File: src/rtl/dspi_pkg.sv
package dspi_pkg;
  localparam int NSLV         = 2;
  localparam int REG_W        = 32;
  localparam int DATA_W       = 8;
  localparam int ADDR_W       = 7;
  localparam int PAD_W        = 6;
  localparam int CNT_W        = 2;
  localparam int FRAME_W      = 1 + CNT_W + PAD_W + ADDR_W + DATA_W;
  localparam int ADDR_LSB     = DATA_W;
  localparam int PAD_LSB      = ADDR_LSB + ADDR_W;
  localparam int CNT_LSB      = PAD_LSB + PAD_W;
  localparam int RW_BIT       = CNT_LSB + CNT_W;
  localparam int SEL_LSB      = RW_BIT + 1;
  localparam int HALF_LAST    = 2 * FRAME_W;
  localparam int SAMPLE_FIRST = 2 * (FRAME_W - DATA_W);
  localparam int HALF_W       = $clog2(HALF_LAST + 1);
  localparam int CFG_RST_LSB  = 4;
  localparam int CFG_BUSY_BIT = 8;
  localparam int CFG_STAT_LSB = 16;

  localparam logic [2:0] RA_CFG   = 3'd0;
  localparam logic [2:0] RA_CMD   = 3'd1;
  localparam logic [2:0] RA_RX    = 3'd2;
  localparam logic [2:0] RA_URST  = 3'd3;
  localparam logic [2:0] RA_USTAT = 3'd4;

  typedef struct packed {
    logic load;
    logic shiftOut;
    logic sampleIn;
    logic finish;
  } xferStrobes_t;
endpackage

File: src/rtl/dspi_divider.sv
module dspi_divider #(
  parameter int DIV_W = 2
) (
  input  logic             clk,
  input  logic             rstN,
  input  logic             run,
  input  logic [DIV_W-1:0] divSel,
  output logic             tick
);
  localparam int DC_W = (1 << DIV_W) - 1;

  logic [DC_W-1:0] divCnt;
  logic [DC_W:0]   halfLen;

  always_comb begin
    halfLen = (DC_W + 1)'(1) << divSel;
    tick    = run && ({1'b0, divCnt} == (halfLen - 1'b1));
  end

  always_ff @(posedge clk) begin
    if (!rstN)            divCnt <= '0;
    else if (!run || tick) divCnt <= '0;
    else                  divCnt <= divCnt + 1'b1;
  end

  // the half-period counter never passes its limit
  a_r3_cnt_bound: assert property (@(posedge clk) disable iff (!rstN)
    run |-> ({1'b0, divCnt} < halfLen));
endmodule

File: src/rtl/dspi_ctrl.sv
module dspi_ctrl
  import dspi_pkg::*;
#(
  parameter int DIV_W = 2
) (
  input  logic             clk,
  input  logic             rstN,
  input  logic             cmdWrReq,
  input  logic             cmdCountZero,
  input  logic [DIV_W-1:0] divSelCfg,
  output xferStrobes_t     strobes,
  output logic             busy,
  output logic             sclk,
  output logic             done
);
  logic [HALF_W-1:0] halfCnt;
  logic [DIV_W-1:0]  divLatched;
  logic              tick;

  dspi_divider #(.DIV_W(DIV_W)) u_div (
    .clk    (clk),
    .rstN   (rstN),
    .run    (busy),
    .divSel (divLatched),
    .tick   (tick)
  );

  always_comb begin
    strobes.load     = cmdWrReq && !busy && cmdCountZero;
    strobes.shiftOut = tick && halfCnt[0];
    strobes.sampleIn = tick && !halfCnt[0] &&
                       (halfCnt >= HALF_W'(SAMPLE_FIRST)) &&
                       (halfCnt <  HALF_W'(HALF_LAST));
    strobes.finish   = tick && (halfCnt == HALF_W'(HALF_LAST));
  end

  always_ff @(posedge clk) begin
    if (!rstN) begin
      busy       <= 1'b0;
      halfCnt    <= '0;
      divLatched <= '0;
      done       <= 1'b0;
    end else begin
      done <= strobes.finish;
      if (strobes.load) begin
        busy       <= 1'b1;
        halfCnt    <= '0;
        divLatched <= divSelCfg;
      end else if (strobes.finish) begin
        busy    <= 1'b0;
        halfCnt <= '0;
      end else if (tick) begin
        halfCnt <= halfCnt + 1'b1;
      end
    end
  end

  assign sclk = busy && halfCnt[0];

  // the serial clock only moves on a divider tick
  a_r3_sclk_hold: assert property (@(posedge clk) disable iff (!rstN)
    (busy && !tick) |=> $stable(sclk));
  // the half-period index stays within the frame
  a_r3_half_range: assert property (@(posedge clk) disable iff (!rstN)
    halfCnt <= HALF_W'(HALF_LAST));
  // done lasts one cycle and marks the end of busy
  a_r10_done_single: assert property (@(posedge clk) disable iff (!rstN)
    done |=> !done);
  a_r10_done_end: assert property (@(posedge clk) disable iff (!rstN)
    done |-> (!busy && $past(busy)));
  // the rate chosen at start holds through the frame
  a_r11_div_hold: assert property (@(posedge clk) disable iff (!rstN)
    (busy && $past(busy)) |-> $stable(divLatched));
endmodule

File: src/rtl/dspi_datapath.sv
module dspi_datapath
  import dspi_pkg::*;
#(
  parameter int DIV_W       = 2,
  parameter int USER_RST_W  = 4,
  parameter int USER_STAT_W = 32,
  parameter int CMOD_W      = 16
) (
  input  logic                   clk,
  input  logic                   rstN,
  input  logic                   regWr,
  input  logic [2:0]             regAddr,
  input  logic [REG_W-1:0]       regWrData,
  output logic [REG_W-1:0]       regRdData,
  input  logic [CMOD_W-1:0]      clkModStatus,
  input  logic [USER_STAT_W-1:0] userStatus,
  input  xferStrobes_t           strobes,
  input  logic                   busy,
  input  logic [NSLV-1:0]        spiMiso,
  output logic                   spiMosi,
  output logic [NSLV-1:0]        slvSel,
  output logic                   cmdWrReq,
  output logic                   cmdCountZero,
  output logic [DIV_W-1:0]       divSel,
  output logic [NSLV-1:0]        chipRstN,
  output logic [USER_RST_W-1:0]  userReset
);
  logic                cmdRw;
  logic [ADDR_W-1:0]   cmdAddr;
  logic [DATA_W-1:0]   cmdData;
  logic [FRAME_W-1:0]  shiftReg;
  logic [FRAME_W-1:0]  loadFrame;
  logic [DATA_W-1:0]   rxShift [NSLV];
  logic [DATA_W-1:0]   rxLane  [NSLV];
  logic [REG_W-1:0]    cfgWord;
  logic [REG_W-1:0]    cmdWord;
  logic [REG_W-1:0]    rxWord;

  assign cmdWrReq     = regWr && (regAddr == RA_CMD);
  assign cmdCountZero = (regWrData[CNT_LSB +: CNT_W] == '0);
  assign loadFrame    = {regWrData[RW_BIT], {CNT_W{1'b0}}, {PAD_W{1'b0}},
                         regWrData[ADDR_LSB +: ADDR_W], regWrData[DATA_W-1:0]};

  always_ff @(posedge clk) begin
    if (!rstN) begin
      divSel    <= '0;
      chipRstN  <= '0;
      userReset <= '0;
    end else if (regWr) begin
      if (regAddr == RA_CFG) begin
        divSel   <= regWrData[DIV_W-1:0];
        chipRstN <= regWrData[CFG_RST_LSB +: NSLV];
      end
      if (regAddr == RA_URST) userReset <= regWrData[USER_RST_W-1:0];
    end
  end

  always_ff @(posedge clk) begin
    if (!rstN) begin
      cmdRw    <= 1'b0;
      cmdAddr  <= '0;
      cmdData  <= '0;
      slvSel   <= '0;
      shiftReg <= '0;
    end else if (strobes.load) begin
      cmdRw    <= regWrData[RW_BIT];
      cmdAddr  <= regWrData[ADDR_LSB +: ADDR_W];
      cmdData  <= regWrData[DATA_W-1:0];
      slvSel   <= regWrData[SEL_LSB +: NSLV];
      shiftReg <= loadFrame;
    end else if (strobes.shiftOut) begin
      shiftReg <= {shiftReg[FRAME_W-2:0], 1'b0};
    end
  end

  assign spiMosi = shiftReg[FRAME_W-1];

  for (genvar i = 0; i < NSLV; i++) begin : g_lane
    always_ff @(posedge clk) begin
      if (!rstN) begin
        rxShift[i] <= '0;
        rxLane[i]  <= '0;
      end else begin
        if (strobes.sampleIn) rxShift[i] <= {rxShift[i][DATA_W-2:0], spiMiso[i]};
        if (strobes.finish && cmdRw && slvSel[i]) rxLane[i] <= rxShift[i];
      end
    end
  end

  always_comb begin
    cfgWord = '0;
    cfgWord[DIV_W-1:0]              = divSel;
    cfgWord[CFG_RST_LSB +: NSLV]    = chipRstN;
    cfgWord[CFG_BUSY_BIT]           = busy;
    cfgWord[CFG_STAT_LSB +: CMOD_W] = clkModStatus;
    cmdWord = '0;
    cmdWord[SEL_LSB +: NSLV]        = slvSel;
    cmdWord[RW_BIT]                 = cmdRw;
    cmdWord[ADDR_LSB +: ADDR_W]     = cmdAddr;
    cmdWord[DATA_W-1:0]             = cmdData;
    rxWord = '0;
    for (int i = 0; i < NSLV; i++) rxWord[i*DATA_W +: DATA_W] = rxLane[i];
    case (regAddr)
      RA_CFG:   regRdData = cfgWord;
      RA_CMD:   regRdData = cmdWord;
      RA_RX:    regRdData = rxWord;
      RA_URST:  regRdData = REG_W'(userReset);
      RA_USTAT: regRdData = REG_W'(userStatus);
      default:  regRdData = '0;
    endcase
  end

  // the stored command cannot change while a frame runs
  a_r6_cmd_hold: assert property (@(posedge clk) disable iff (!rstN)
    (busy && $past(busy)) |-> ($stable(cmdWord) && $stable(slvSel)));
  // a write frame leaves the receive lanes alone
  a_r5_write_keeps_rx: assert property (@(posedge clk) disable iff (!rstN)
    (strobes.finish && !cmdRw) |=> $stable(rxWord));
endmodule

File: src/rtl/dual_spi_regmaster.sv
module dual_spi_regmaster
  import dspi_pkg::*;
#(
  parameter int DIV_W       = 2,
  parameter int USER_RST_W  = 4,
  parameter int USER_STAT_W = 32,
  parameter int CMOD_W      = 16
) (
  input  logic                   clk,
  input  logic                   rstN,
  input  logic                   regWr,
  input  logic [2:0]             regAddr,
  input  logic [31:0]            regWrData,
  output logic [31:0]            regRdData,
  input  logic [CMOD_W-1:0]      clkModStatus,
  input  logic [USER_STAT_W-1:0] userStatus,
  output logic                   spiSclk,
  output logic                   spiMosi,
  input  logic [1:0]             spiMiso,
  output logic [1:0]             spiCsN,
  output logic [1:0]             chipRstN,
  output logic [USER_RST_W-1:0]  userReset,
  output logic                   xferBusy,
  output logic                   xferDone
);
  xferStrobes_t     strobes;
  logic [NSLV-1:0]  slvSel;
  logic             cmdWrReq;
  logic             cmdCountZero;
  logic [DIV_W-1:0] divSel;

  dspi_ctrl #(.DIV_W(DIV_W)) u_ctrl (
    .clk          (clk),
    .rstN         (rstN),
    .cmdWrReq     (cmdWrReq),
    .cmdCountZero (cmdCountZero),
    .divSelCfg    (divSel),
    .strobes      (strobes),
    .busy         (xferBusy),
    .sclk         (spiSclk),
    .done         (xferDone)
  );

  dspi_datapath #(
    .DIV_W       (DIV_W),
    .USER_RST_W  (USER_RST_W),
    .USER_STAT_W (USER_STAT_W),
    .CMOD_W      (CMOD_W)
  ) u_dp (
    .clk          (clk),
    .rstN         (rstN),
    .regWr        (regWr),
    .regAddr      (regAddr),
    .regWrData    (regWrData),
    .regRdData    (regRdData),
    .clkModStatus (clkModStatus),
    .userStatus   (userStatus),
    .strobes      (strobes),
    .busy         (xferBusy),
    .spiMiso      (spiMiso),
    .spiMosi      (spiMosi),
    .slvSel       (slvSel),
    .cmdWrReq     (cmdWrReq),
    .cmdCountZero (cmdCountZero),
    .divSel       (divSel),
    .chipRstN     (chipRstN),
    .userReset    (userReset)
  );

  assign spiCsN = ~({NSLV{xferBusy}} & slvSel);

  // data out holds while the serial clock is high
  a_r2_mosi_hold: assert property (@(posedge clk) disable iff (!rstN)
    (spiSclk && $past(spiSclk)) |-> $stable(spiMosi));
  // selects do not move inside a frame
  a_r4_cs_steady: assert property (@(posedge clk) disable iff (!rstN)
    (xferBusy && $past(xferBusy)) |-> $stable(spiCsN));
  // the serial clock is low whenever no frame runs
  a_r3_sclk_idle: assert property (@(posedge clk) disable iff (!rstN)
    (!xferBusy && !$past(xferBusy)) |-> !spiSclk);
endmodule

File: config.mk
export PLATFORM = sky130hd
export DESIGN_NAME = dual_spi_regmaster
export DESIGN_NICKNAME = d
export VERILOG_FILES = /design/src/rtl/dspi_pkg.sv /design/src/rtl/dspi_divider.sv /design/src/rtl/dspi_ctrl.sv /design/src/rtl/dspi_datapath.sv /design/src/rtl/dual_spi_regmaster.sv
export SDC_FILE = /design/constraint.sdc
export NUM_CORES = 1
export LEC_CHECK = 0
export ABC_AREA = 1
export ABC_CLOCK_PERIOD_IN_PS = 3400
export BUFFER_PORTS_ARGS = -buffer_cell sky130_fd_sc_hd__buf_4
export CORE_ASPECT_RATIO = 0.75
export CORE_MARGIN = 2
export CORE_UTILIZATION = 40
export DETAILED_ROUTE_END_ITERATION = 10
export PLACE_DENSITY = 0.68
export SLEW_MARGIN = 20
export SYNTH_ARGS = -nofsm -noshare
export SYNTH_HDL_FRONTEND = slang
export SYNTH_HIERARCHICAL = 1
export SYNTH_SLANG_ARGS = --single-unit
File: constraint.sdc
create_clock -name clk -period 3.4 [get_ports clk]
set_input_delay 0.17 -clock clk [delete_from_list [all_inputs] [get_ports clk]]
set_output_delay 0.17 -clock clk [all_outputs]
set_load 0.02 [all_outputs]
# After elaboration in Yosys (flattened, before gate mapping)
# Memories as Yosys holds them, arrays and structs flattened.
# Index checks and enable logic that the tools add are counted.
# W data, S select, Z words.
[totals] ff_bits=63 mem_bits_rw=32 inputBits=88 out_inout_bits=44 elab_cells=79 mem_count=2
[memory_table] name="u_dp.rxLane" words=2 width=8 rd=2 rd_ports_with_merged_regs=0 write_ports=2 line_no="dspi_datapath.sv:34" rtl="logic [DATA_W-1:0] rxLane [NSLV];"
[memory_table] name="u_dp.rxShift" words=2 width=8 rd=2 rd_ports_with_merged_regs=0 write_ports=2 line_no="dspi_datapath.sv:33" rtl="logic [DATA_W-1:0] rxShift [NSLV];"
[classes] n_addsub=3 magnitude_cmp=2 n_eq_ne=6 shifts=1 mux=19 bitwise=7 n_reduce_logical=25
[op_table] op="$pmux W32 S5" count=1
[op_table] op="$mux W24" count=2
[op_table] op="$mux W8" count=4
[op_table] op="$logic_and A1 B1 Y1" count=13
[op_table] op="$mux W1" count=12
[op_table] op="$add A6 B1 Y6 const B" count=1
[op_table] op="$eq A3 B2 Y1 const B" count=2
[op_table] op="$eq A6 B6 Y1 const B" count=1
[op_table] op="$ge A6 B6 Y1 const B" count=1
[op_table] op="$lt A6 B6 Y1 const B" count=1
[op_table] op="$eq A3 B4 Y1" count=1
[op_table] op="$or A1 B1 Y1" count=4
[op_table] op="$reduce_and A2 Y1" count=2
[op_table] op="$reduce_bool A2 Y1" count=2
[op_table] op="$reduce_or A2 Y1" count=2
[op_table] op="$shl A1 B2 Y4 const A" count=1
[op_table] op="$sub A4 B1 Y4 const B" count=1
[op_table] op="$add A3 B1 Y3 const B" count=1
[op_table] op="$eq A3 B1 Y1 const B" count=1
[op_table] op="$eq A3 B3 Y1 const B" count=1
[op_table] op="$logic_not A3 Y1" count=1
[op_table] op="$reduce_or A3 Y1" count=1
[op_table] op="$and A2 B2 Y2" count=1
[op_table] op="$logic_not A1 Y1" count=2
[op_table] op="other kinds (4)" count=4

# Depth between registers and ports, before layout
# Gate-level depths: netlist of the first run.
[logic_depth] ltp_word=11 ltp_mapped=15 mapped_depth_nobuf=14

# Modules after synthesis
# The synthesis of the first run kept the hierarchy.
[by_module_without_submodules] mod="dspi_datapath" instances=1 cells_per_inst=495 area_per_inst_um2=3729.8 seq_area_each_um2=1961.9
[by_module_without_submodules] mod="dspi_ctrl" instances=1 cells_per_inst=67 area_per_inst_um2=470.5 seq_area_each_um2=200.2
[by_module_without_submodules] mod="dspi_divider" instances=1 cells_per_inst=27 area_per_inst_um2=180.2 seq_area_each_um2=60.1
[by_module_without_submodules] mod="dual_spi_regmaster" instances=1 cells_per_inst=2 area_per_inst_um2=7.5 seq_area_each_um2=0.0

# Least setup slack after synthesis of the first run
# No wires, ideal clock.
[synth_timing] path_type="input port to flip-flop" from="input regAddr[1]" to="register u_dp.shiftReg[5]" setup_ns=0.074 arrival_ns=1.837 required_time_ns=3.326 setup_slack_ns=1.488 stages=11 path_buffers=4 cell_sequence="buf_6 > inv_1 > nand3_1 > buf_2 > nor2_1 > nand2_1 > nor2_1 > buf_2 > buf_2 > nand2_1 > a31oi_1"
[synth_rtl] item="start, declared" line_no="dual_spi_regmaster.sv:12" rtl="input logic [2:0] regAddr,"
[synth_rtl] item="end signal, assigned" line_no="dspi_datapath.sv:70" rtl="shiftReg <= loadFrame;"
[synth_rtl] item="end signal, assigned" line_no="dspi_datapath.sv:72" rtl="shiftReg <= {shiftReg[FRAME_W-2:0], 1'b0};"
[synth_rtl] item="end, declared" line_no="dspi_datapath.sv:31" rtl="logic [FRAME_W-1:0] shiftReg;"

==> impl_metrics.py, run 1 <==
metrics = {
    "timing": {
        "max_slew_margin_pct": 46.2,
        "worstMarginPinSlew_ns": 0.807,
        "skew_ns": 0.00824,
        "setup_viol": 0,
        "setup_tns_ns": 0,
        "slew_violations": 0,
        "min_period_ns": 2.55,
        "hold_viol": 0,
        "holdWs_ns": 0.0631,
        "rsz0062_at_grt": "no",
        "finalWorstSetupSlack_ns": 0.853,
        "fmax_ghz": 0.393,
        "min_period_over_period_pct": 74.9,
    },
    "routing": {
        "wire_per_inst_um": 13.5,
        "drt_iter0_drc": 354,
        "viasPerCell": 4.72,
        "drc": 0,
        "first_pass_iters": 5,
        "vias": 4027,
        "drtAntennaViolNets": 0,
        "wl_mm": 11.5,
    },
    "logic_synthesis": {
        "synth_area_um2": 4390,
        "synthTopCellsByCount": "200 x nand2_1, 86 x inv_1, 75 x nor2_1",
        "ys_types": 28,
        "ys_seq_elements": 95,
        "yosys_most_used_dff": "dfxtp_1",
        "synth_nets": 682,
        "avgSynthCellArea_um2": 7.42,
        "syn-instance-count": 591,
        "ys_warn_count": 6,
        "yosysTopAreaCell": "dfxtp_1",
        "synth_async_sr_flop_share_pct": 0,
        "synth.most_common_cell": "nand2_1",
        "synth_edf_count": 32,
        "synth.area.top_cells": "dfxtp_1 29%, edfxtp_1 22%, nand2_1 17%",
        "yosysSeqAreaShare_pct": 50.6,
        "synth_top_area_share_pct": 28.7,
    },
    "placement": {
        "dp_hpwl_mm": 8.58,
        "gp_routability_congestion": 0.830,
        "io_buffers": 119,
        "preCtsSetupSlack_ns": 0.874,
    },
    "clocking": {
        "cts_setup_buffers": 0,
        "path_clk_slew_ns": 0.06,
        "cts_buffers": 9,
        "holdBufCountCts": 0,
        "clock-sinks": 95,
        "ctsResizeCount": 0,
        "htreeDepth": 3,
        "clk_path_buf_depth": 2,
        "clock_latency_ns": 0.34,
        "cts_root_buf": "clkbuf_16",
        "cts_tree": "done",
    },
    "setup_path": {
        "arrival_ns": 2.83,
        "cp-end-kind": "flip-flop",
        "worstSetupPathType": "reg -> reg",
        "cp-start-kind": "flip-flop",
        "ff2ff_setup_slack_ns": 0.85,
        "crit_fanout": 15,
        "startpoint": "u_ctrl/divLatched[1]",
        "worstPathRequired_ns": 3.69,
        "r2r-start": "u_ctrl/divLatched[1]",
    },
    "pwr": {
        "leakage_uw": 0.00265,
        "p_per_area_nw_per_um2": 439,
        "ir_worst_vdd_mv": 0.252,
    },
    "global_routing": {
        "grtUsageMet1_pct": 27.3,
        "grt_usage_pct": 19.4,
        "grt.overflow.total": 0,
        "grt_busiest_layer": "met2",
        "grt_pass1_wl_mm": 18.2,
        "grt_start_max_net_pins": 28,
        "first_global_vias": 3703,
        "met3_usage_pct": 3.97,
        "antenna_found_initial": 0,
        "use_met2_pct": 30.7,
    },
    "floorplanning": {
        "fp.dieW_um": 125,
        "rows": 33,
        "die_area_um2": 11800,
        "die_y_um": 94.7,
        "core_area_um2": 10800,
        "start_util_pct": 40.6,
        "io_pins": 132,
    },
    "outcome": {
        "status": "complete, no violations",
    },
    "run": {
        "maxCapViolations": 0,
    },
    "hold_path": {
        "min_from": "regWrData[25]",
        "worst_hold_path_type": "in -> reg",
    },
    "layout": {
        "syn_to_final_growth_pct": 30.4,
        "multiInputGateArea_um2": 1730,
        "fill_cells": 1030,
        "final-seq-area_um2": 2220,
        "fin_nets": 799,
        "drive_gt1_share_pct": 22.0,
        "insertedDiodeCount": 0,
    },
}
per-layer routing:
layer	vias to the layer above	part of all wire, %
met1	1842	46
met5	-	0
met2	94	47
met3	7	6.1
li1	2084	-
met4	0	0.71
registers in the layout, indices dropped and copies added (netlist names):
register,cells
u_dp/cmdAddr,7
u_dp/shiftReg,24
u_dp/userReset,4
u_dp/rxShift,16
u_ctrl/halfCnt,6
u_ctrl/done,1
u_dp/cmdData,8
u_ctrl/u_div/divCnt,3
u_dp/cmdRw,1
u_dp/chipRstN,2
u_dp/divSel,2
u_dp/slvSel,2
u_ctrl/busy,1
u_dp/rxLane,16
u_ctrl/divLatched,2
critical path: stages, from the launching register on:
cell	delay, ns
dfxtp_1	0.43
nand2_1	0.09
nand2_1	0.07
nand2_1	0.05
inv_1	0.06
nand3_2	0.07
nor2_1	0.33
nand2_2	0.16
inv_1	0.28
inv_2	0.15
nor2_2	0.50
nand2_1	0.11
nand3_1	0.10
nand2_1	0.05
inv_1	0.05
cells by family after synthesis:
group           synth area share, %
compound gates                 8.58
xor+xnor                      0.799
fa+ha+maj                     0.856
buf+inv                        10.1
flops                          50.6
simple gates                   29.1
area by class of cell:
type	count	share of cell area [%]
multi-input cells	387	30.2
inverters	91	5.97
clock inverters	4	0.831
repair buffers	124	16.3
clock buffers	12	4.85
flip-flops and latches	95	38.8
well taps	140	3.06
layout by cell type (no fill, tap or decap):
| master | instances |
|---|---|
| nor2_4 | 1 |
| o22ai_1 | 13 |
| a31oi_1 | 10 |
| xor2_1 | 1 |
| inv_4 | 2 |
| nand2_1 | 200 |
| clkbuf_16 | 10 |
| inv_2 | 4 |
| o21ai_0 | 15 |
| or2_2 | 1 |
| clkinv_2 | 1 |
| or2_1 | 1 |
| ha_1 | 3 |
| nor3_1 | 1 |
| nand3_2 | 2 |
| nor2_2 | 6 |
| o211ai_1 | 11 |
| clkinv_1 | 1 |
| dfxtp_1 | 63 |
| bufinv_16 | 1 |
| edfxtp_1 | 32 |
| nand3_1 | 20 |
| clkbuf_8 | 2 |
| inv_1 | 86 |
| xnor2_1 | 3 |
| nand4_1 | 7 |
| nor2_1 | 74 |
| nand2_2 | 3 |
| buf_4 | 124 |
| a21oi_1 | 15 |
power breakdown:
part | internal, uW | switching (uW) | total, uW
sequential | 1200 | 10.4 | 1210
combinational | 106 | 130 | 236
clock | 654 | 416 | 1070
per-stage QoR:
step,instances,power [uW],utilization [%],cell area (um2)
finish,853,2510,52.9,5720
global placement,837,1460,49.9,5400
detailed placement,837,1470,49.9,5400
floorplan,591,1340,-,4390
CTS,853,2530,52.9,5720
global route,853,2610,52.9,5720
path summary, 6_finish.rpt:
check,end,cells after the start
max,u_dp/shiftReg[4],14
min reg2reg,u_dp/shiftReg[17],2
max reg2reg,u_dp/shiftReg[4],14
min,u_dp/slvSel[1],3
No activity file was read; power rests on OpenSTA's default activity.
==> inputs of run 2 (changes only) <==
ABC_AREA = 0   (was 1)
ABC_CLOCK_PERIOD_IN_PS = 2600   (was 3400)
PLACE_DENSITY = 0.67   (was 0.68)
clock period = 2.6 ns   (was 3.4 ns; I/O delays follow)
==> impl_metrics.py, run 2 <==
metrics = {
    "outcome": {
        "status": "complete, no violations",
    },
    "placement": {
        "io_buffers": 119,
        "dp.cells": 693,
        "gp_routability_congestion": 0.827,
        "dp_hpwl_mm": 8.26,
    },
    "global_routing": {
        "grt_usage_pct": 18.8,
        "first_global_vias": 3594,
        "grt_pass1_wl_mm": 17.8,
        "grt.overflow.total": 0,
        "grt_start_max_net_pins": 45,
        "antenna_found_initial": 0,
    },
    "floorplanning": {
        "rows": 33,
        "io_pins": 132,
        "die_area_um2": 12100,
        "fp.dieW_um": 126,
        "core_area_um2": 10900,
        "start_util_pct": 41.1,
        "die_y_um": 95.8,
    },
    "clocking": {
        "cts_root_buf": "clkbuf_16",
        "cts_setup_buffers": 0,
        "clock_latency_ns": 0.34,
        "clock-sinks": 95,
        "htreeDepth": 3,
        "path_clk_slew_ns": 0.06,
        "clk_path_buf_depth": 2,
        "cts_tree": "done",
        "cts_buffers": 9,
    },
    "routing": {
        "first_pass_iters": 5,
        "drt_iter0_drc": 222,
        "drc": 0,
        "wl_mm": 11.0,
        "vias": 3616,
        "drtAntennaViolNets": 0,
        "viasPerCell": 5.10,
        "wire_per_inst_um": 15.6,
    },
    "logic_synthesis": {
        "yosysSeqAreaShare_pct": 49.5,
        "synth_top_area_share_pct": 28.1,
        "ys_warn_count": 6,
        "yosys_most_used_dff": "dfxtp_1",
        "synth.area.top_cells": "dfxtp_1 28%, edfxtp_1 21%, mux2i_1 11%",
        "syn-instance-count": 455,
        "ys_types": 46,
        "ys_seq_elements": 95,
        "yosysTopAreaCell": "dfxtp_1",
        "synth_nets": 546,
        "synthTopCellsByCount": "63 x dfxtp_1, 57 x nor2_1, 50 x mux2i_1",
        "synth.most_common_cell": "dfxtp_1",
        "avgSynthCellArea_um2": 9.87,
        "synth_area_um2": 4490,
        "synth_async_sr_flop_share_pct": 0,
        "synth_edf_count": 32,
    },
    "timing": {
        "skew_ns": 0.00397,
        "fmax_ghz": 0.421,
        "setup_viol": 0,
        "hold_viol": 0,
        "rsz0062_at_grt": "no",
        "worstMarginPinSlew_ns": 0.477,
        "min_period_ns": 2.38,
        "slew_violations": 0,
        "setup_tns_ns": 0,
        "min_period_over_period_pct": 91.5,
        "max_slew_margin_pct": 68.0,
    },
    "hold_path": {
        "worst_hold_path_type": "in -> reg",
        "min_from": "regWrData[25]",
    },
    "pwr": {
        "leakage_uw": 0.00233,
        "ir_worst_vdd_mv": 0.365,
        "p_per_area_nw_per_um2": 532,
    },
    "setup_path": {
        "worstPathRequired_ns": 2.81,
        "startpoint": "u_ctrl/divLatched[1]",
        "cp-end-kind": "flip-flop",
        "arrival_ns": 2.59,
        "r2r-start": "u_ctrl/divLatched[1]",
        "worstSetupPathType": "reg -> reg",
        "crit_fanout": 8,
        "cp-start-kind": "flip-flop",
    },
    "layout": {
        "max_flop_register": "u_dp/shiftReg",
        "fin_cells": 709,
        "fin_nets": 655,
        "largest_reg_flops": 24,
        "layout_commonest_cell": "buf_4",
        "insertedDiodeCount": 0,
        "syn_to_final_growth_pct": 28.2,
        "final_cell_mix": "128 x buf_4, 63 x dfxtp_1, 56 x nor2_1",
        "final_util_pct": 52.6,
        "drive_gt1_share_pct": 27.2,
        "reg_top3": "u_dp/shiftReg x24, u_dp/rxLane x16, u_dp/rxShift x16",
    },
    "run": {
        "maxCapViolations": 0,
    },
}
[run 2: cell types whose count changed after synthesis, moves of 19 or more]
| cell | before | now |
|---|---|---|
| inv_1 | 86 | 4 |
| nand2b_1 | 0 | 19 |
| nand2_1 | 200 | 41 |
| mux2i_1 | 0 | 50 |
[run 2: cell families (layout without fill, tap and decap cells)]
family,count (synthesis),count (layout),share of synthesized area [%]
multiplexers,55,55,12.4
adder cells (fa/ha/maj),3,3,0.836
AND/OR/NAND/NOR,181,181,20.5
flip-flops,95,95,49.5
XOR/XNOR,6,6,1.17
AO/OA/AOI/OAI,79,79,11.5
buffers and inverters,36,150,4.12
[run 2: worst paths after layout]
kind                             to  slack [ns]  depth (start not counted)
setup reg to reg  u_dp/rxLane[1][0]        0.22                          8
setup / recovery  u_dp/rxLane[1][0]        0.22                          8
hold reg to reg     u_dp/cmdAddr[0]        0.47                          2
hold / removal       u_dp/slvSel[1]        0.02                          3
[run 2: cell type report]
cell class / count / area [um2]
Multi-Input combinational cell: 324 / 2090
Clock inverter: 5 / 25.0
Tap cell: 140 / 175
Timing Repair Buffer: 130 / 1000
Sequential cell: 95 / 2220
Clock buffer: 11 / 233
Fill cell: 988 / 5180
Inverter: 4 / 15.0
[run 2: per-layer routing]
metal  part of all wire, %  global-route usage, %  vias up
met3                   7.6                   4.89       17
met1                    44                   23.7     1665
met4                   1.9                   7.33        0
met2                    46                   31.3      125
li1                      -                      -     1809
met5                     0                      0        -
[run 2: repair_timing]
action | in CTS | in global routing
endpoints found under the setup margin | 0 | 4
hold endpoints to repair | 0 | 0
hold buffers | 0 | 0
resized for setup | 0 | 1
[run 2: power by group]
part / internal (uW) / switching, uW / total [uW]
clock network: 637 / 521 / 1160
logic: 159 / 165 / 324
registers: 1560 / 15.4 / 1580
[run 2: worst max-delay path, stage by stage, from the launching register on]
cell and delay (ns):
dfxtp_1 0.33, or3_1 0.42, nor3_2 0.24, o21a_1 0.17
nand2_1 0.11, nor2_1 0.20, nand3_1 0.21, nor2_1 0.37
and2_1 0.20
[run 2: metrics by stage]
| stage | area (um2) | hold slack (ns) | power [uW] | setup WS (ns) |
|---|---|---|---|---|
| detailed placement | 5500 | 0.377 | 1940 | 0.233 |
| global placement | 5500 | 0.367 | 1930 | 0.331 |
| global route | 5760 | 0.0571 | 3180 | 0.0426 |
| floorplan | 4490 | 0.252 | 1770 | 0.0646 |
| finish | 5760 | 0.0232 | 3060 | 0.222 |
| CTS | 5760 | 0.0170 | 3090 | 0.214 |
==> inputs of run 3 (changes only) <==
ABC_CLOCK_PERIOD_IN_PS = 2300   (was 2600)
clock period = 2.3 ns   (was 2.6 ns; I/O delays follow)
==> impl_metrics.py, run 3 (same netlist as run 2, synthesis figures left out) <==
metrics = {
    "outcome": {
        "status": "complete, no violations",
    },
    "floorplanning": {
        "fp.dieW_um": 126,
        "rows": 33,
        "io_pins": 132,
        "die_y_um": 95.8,
        "die_area_um2": 12100,
        "start_util_pct": 41.1,
        "core_area_um2": 10900,
    },
    "clocking": {
        "clk_path_buf_depth": 2,
        "clock-sinks": 95,
        "cts_tree": "done",
        "cts_root_buf": "clkbuf_16",
        "htreeDepth": 3,
        "clock_latency_ns": 0.34,
        "cts_buffers": 9,
        "path_clk_slew_ns": 0.06,
    },
    "routing": {
        "wire_per_inst_um": 15.8,
        "drt_iter0_drc": 222,
        "first_pass_iters": 4,
        "wl_mm": 11.3,
        "vias": 3683,
        "viasPerCell": 5.14,
        "drc": 0,
        "drtAntennaViolNets": 0,
    },
    "timing": {
        "holdWs_ns": 0.0149,
        "fmax_ghz": 0.452,
        "setup_tns_ns": 0,
        "rsz0062_at_grt": "no",
        "skew_ns": 0.00378,
        "setup_viol": 0,
        "worstMarginPinSlew_ns": 0.487,
        "hold_viol": 0,
        "slew_violations": 0,
        "min_period_over_period_pct": 96.2,
        "max_slew_margin_pct": 67.2,
        "min_period_ns": 2.21,
    },
    "hold_path": {
        "worstHoldPathCells": 3,
        "min_from": "regWrData[24]",
        "worst_hold_path_type": "in -> reg",
        "hold-path-endpoint": "u_dp/slvSel[0]",
    },
    "layout": {
        "final-seq-area_um2": 2220,
        "max_flop_register": "u_dp/shiftReg",
        "insertedDiodeCount": 0,
        "largest_reg_flops": 24,
        "fin_nets": 663,
        "fill_cells": 1006,
        "multiInputGateArea_um2": 2110,
        "drive_gt1_share_pct": 28.6,
        "layout_commonest_cell": "buf_4",
        "final_cell_mix": "133 x buf_4, 63 x dfxtp_1, 56 x nor2_1",
        "syn_to_final_growth_pct": 31.3,
        "reg_top3": "u_dp/shiftReg x24, u_dp/rxLane x16, u_dp/rxShift x16",
    },
    "global_routing": {
        "grt_usage_pct": 19.0,
        "grt_start_max_net_pins": 47,
        "first_global_vias": 3581,
        "antenna_found_initial": 0,
        "grt.overflow.total": 0,
        "grt_pass1_wl_mm": 17.7,
    },
    "setup_path": {
        "worstPathRequired_ns": 2.34,
        "crit_chain": "or3_1 > o22ai_2 > o21a_1 > nand2_1 > nor3_1 > buf_4 > nand2b_2",
        "cp-start-kind": "flip-flop",
        "arrival_ns": 2.26,
        "slowest_stage": "or3_1",
        "worst_r2r_path_depth": 7,
        "r2r-start": "u_ctrl/divLatched[1]",
        "ff2ff_setup_slack_ns": 0.09,
        "worstSetupPathType": "reg -> reg",
        "crit_fanout": 8,
        "r2r_end": "u_dp/rxShift[1][3]",
        "cp-end-kind": "flip-flop",
        "startpoint": "u_ctrl/divLatched[1]",
        "cpPeakStageDelay_ns": 0.42,
    },
    "placement": {
        "dp_hpwl_mm": 8.38,
        "gp_routability_congestion": 0.827,
        "io_buffers": 119,
    },
    "run": {
        "maxCapViolations": 0,
    },
    "pwr": {
        "ir_worst_vdd_mv": 0.400,
        "p_per_area_nw_per_um2": 623,
        "leakage_uw": 0.00239,
    },
}
==> run 3: cell count changes in the layout (fill, tap and decap cells not counted), moves of 2 or more <==
| cell | before | now |
|---|---|---|
| bufinv_16 | 0 | 2 |
| buf_12 | 2 | 4 |
| buf_4 | 128 | 133 |
| clkbuf_1 | 2 | 0 |
==> run 3: worst max-delay path: cells and delay by family (launching register included) <==
family | cells | cell delay (ns)
compound gates | 2 | 0.41
simple gates | 4 | 0.98
flops | 1 | 0.33
buf+inv | 1 | 0.19
==> run 3: routing by layer <==
| layer | GRT usage [%] | part of all wire [%] |
|---|---|---|
| met3 | 4.56 | 7.4 |
| met5 | 0 | 0 |
| met1 | 24.5 | 45 |
| met4 | 6.14 | 0.98 |
| met2 | 31.6 | 47 |
==> run 3: what timing repair did <==
action | 4_1_cts | 5_1_grt
hold endpoints to repair | 0 | 0
setup endpoints to repair | 0 | 48
setup buffers | 0 | 0
hold buffers | 0 | 0
gates resized for setup | 0 | 2
==> run 3: per-stage QoR <==
step | std cells | utilization (%) | setup WS, ns | power (uW) | instance area, um2
4_1_cts | 715 | 53.8 | 0.0435 | 3710 | 5890
3_3_place_gp | 700 | 51.0 | 0.154 | 2190 | 5580
5_1_grt | 716 | 53.9 | 0.00422 | 3810 | 5900
6_report | 716 | 53.9 | 0.0865 | 3680 | 5900
2_1_floorplan | 455 | - | 0.00605 | 2000 | 4500
3_5_place_dp | 700 | 51.0 | 0.0868 | 2190 | 5580
==> run 3: layout make-up <==
| class | count | share of cell area (%) |
|---|---|---|
| clock buffer | 9 | 3.82 |
| tap | 140 | 2.97 |
| clock inverter | 6 | 1.29 |
| inverter | 4 | 0.255 |
| timing repair buffer | 137 | 18.3 |
| sequential | 95 | 37.7 |
| multi-input combinational | 325 | 35.7 |
==> run 3: report_power, final <==
part	internal, uW	total [uW]	leakage, uW	switching (uW)
clock	931	1520	0.000144	591
sequential	1770	1790	0.000811	17.7
combinational	181	371	0.00144	190
total	2880	3680	0.00239	798
==> run 3: how the worst max path moves through the flow <==
stage,endpoint,slack [ns]
after floorplan,u_dp/rxShift[0][0],0.006
final,u_dp/rxShift[1][3],0.09
after global routing,u_dp/rxShift[1][6],0.004
after CTS,u_dp/rxLane[0][3],0.04
after global placement,u_dp/rxLane[0][2],0.15
after detailed placement,u_dp/rxLane[0][3],0.09
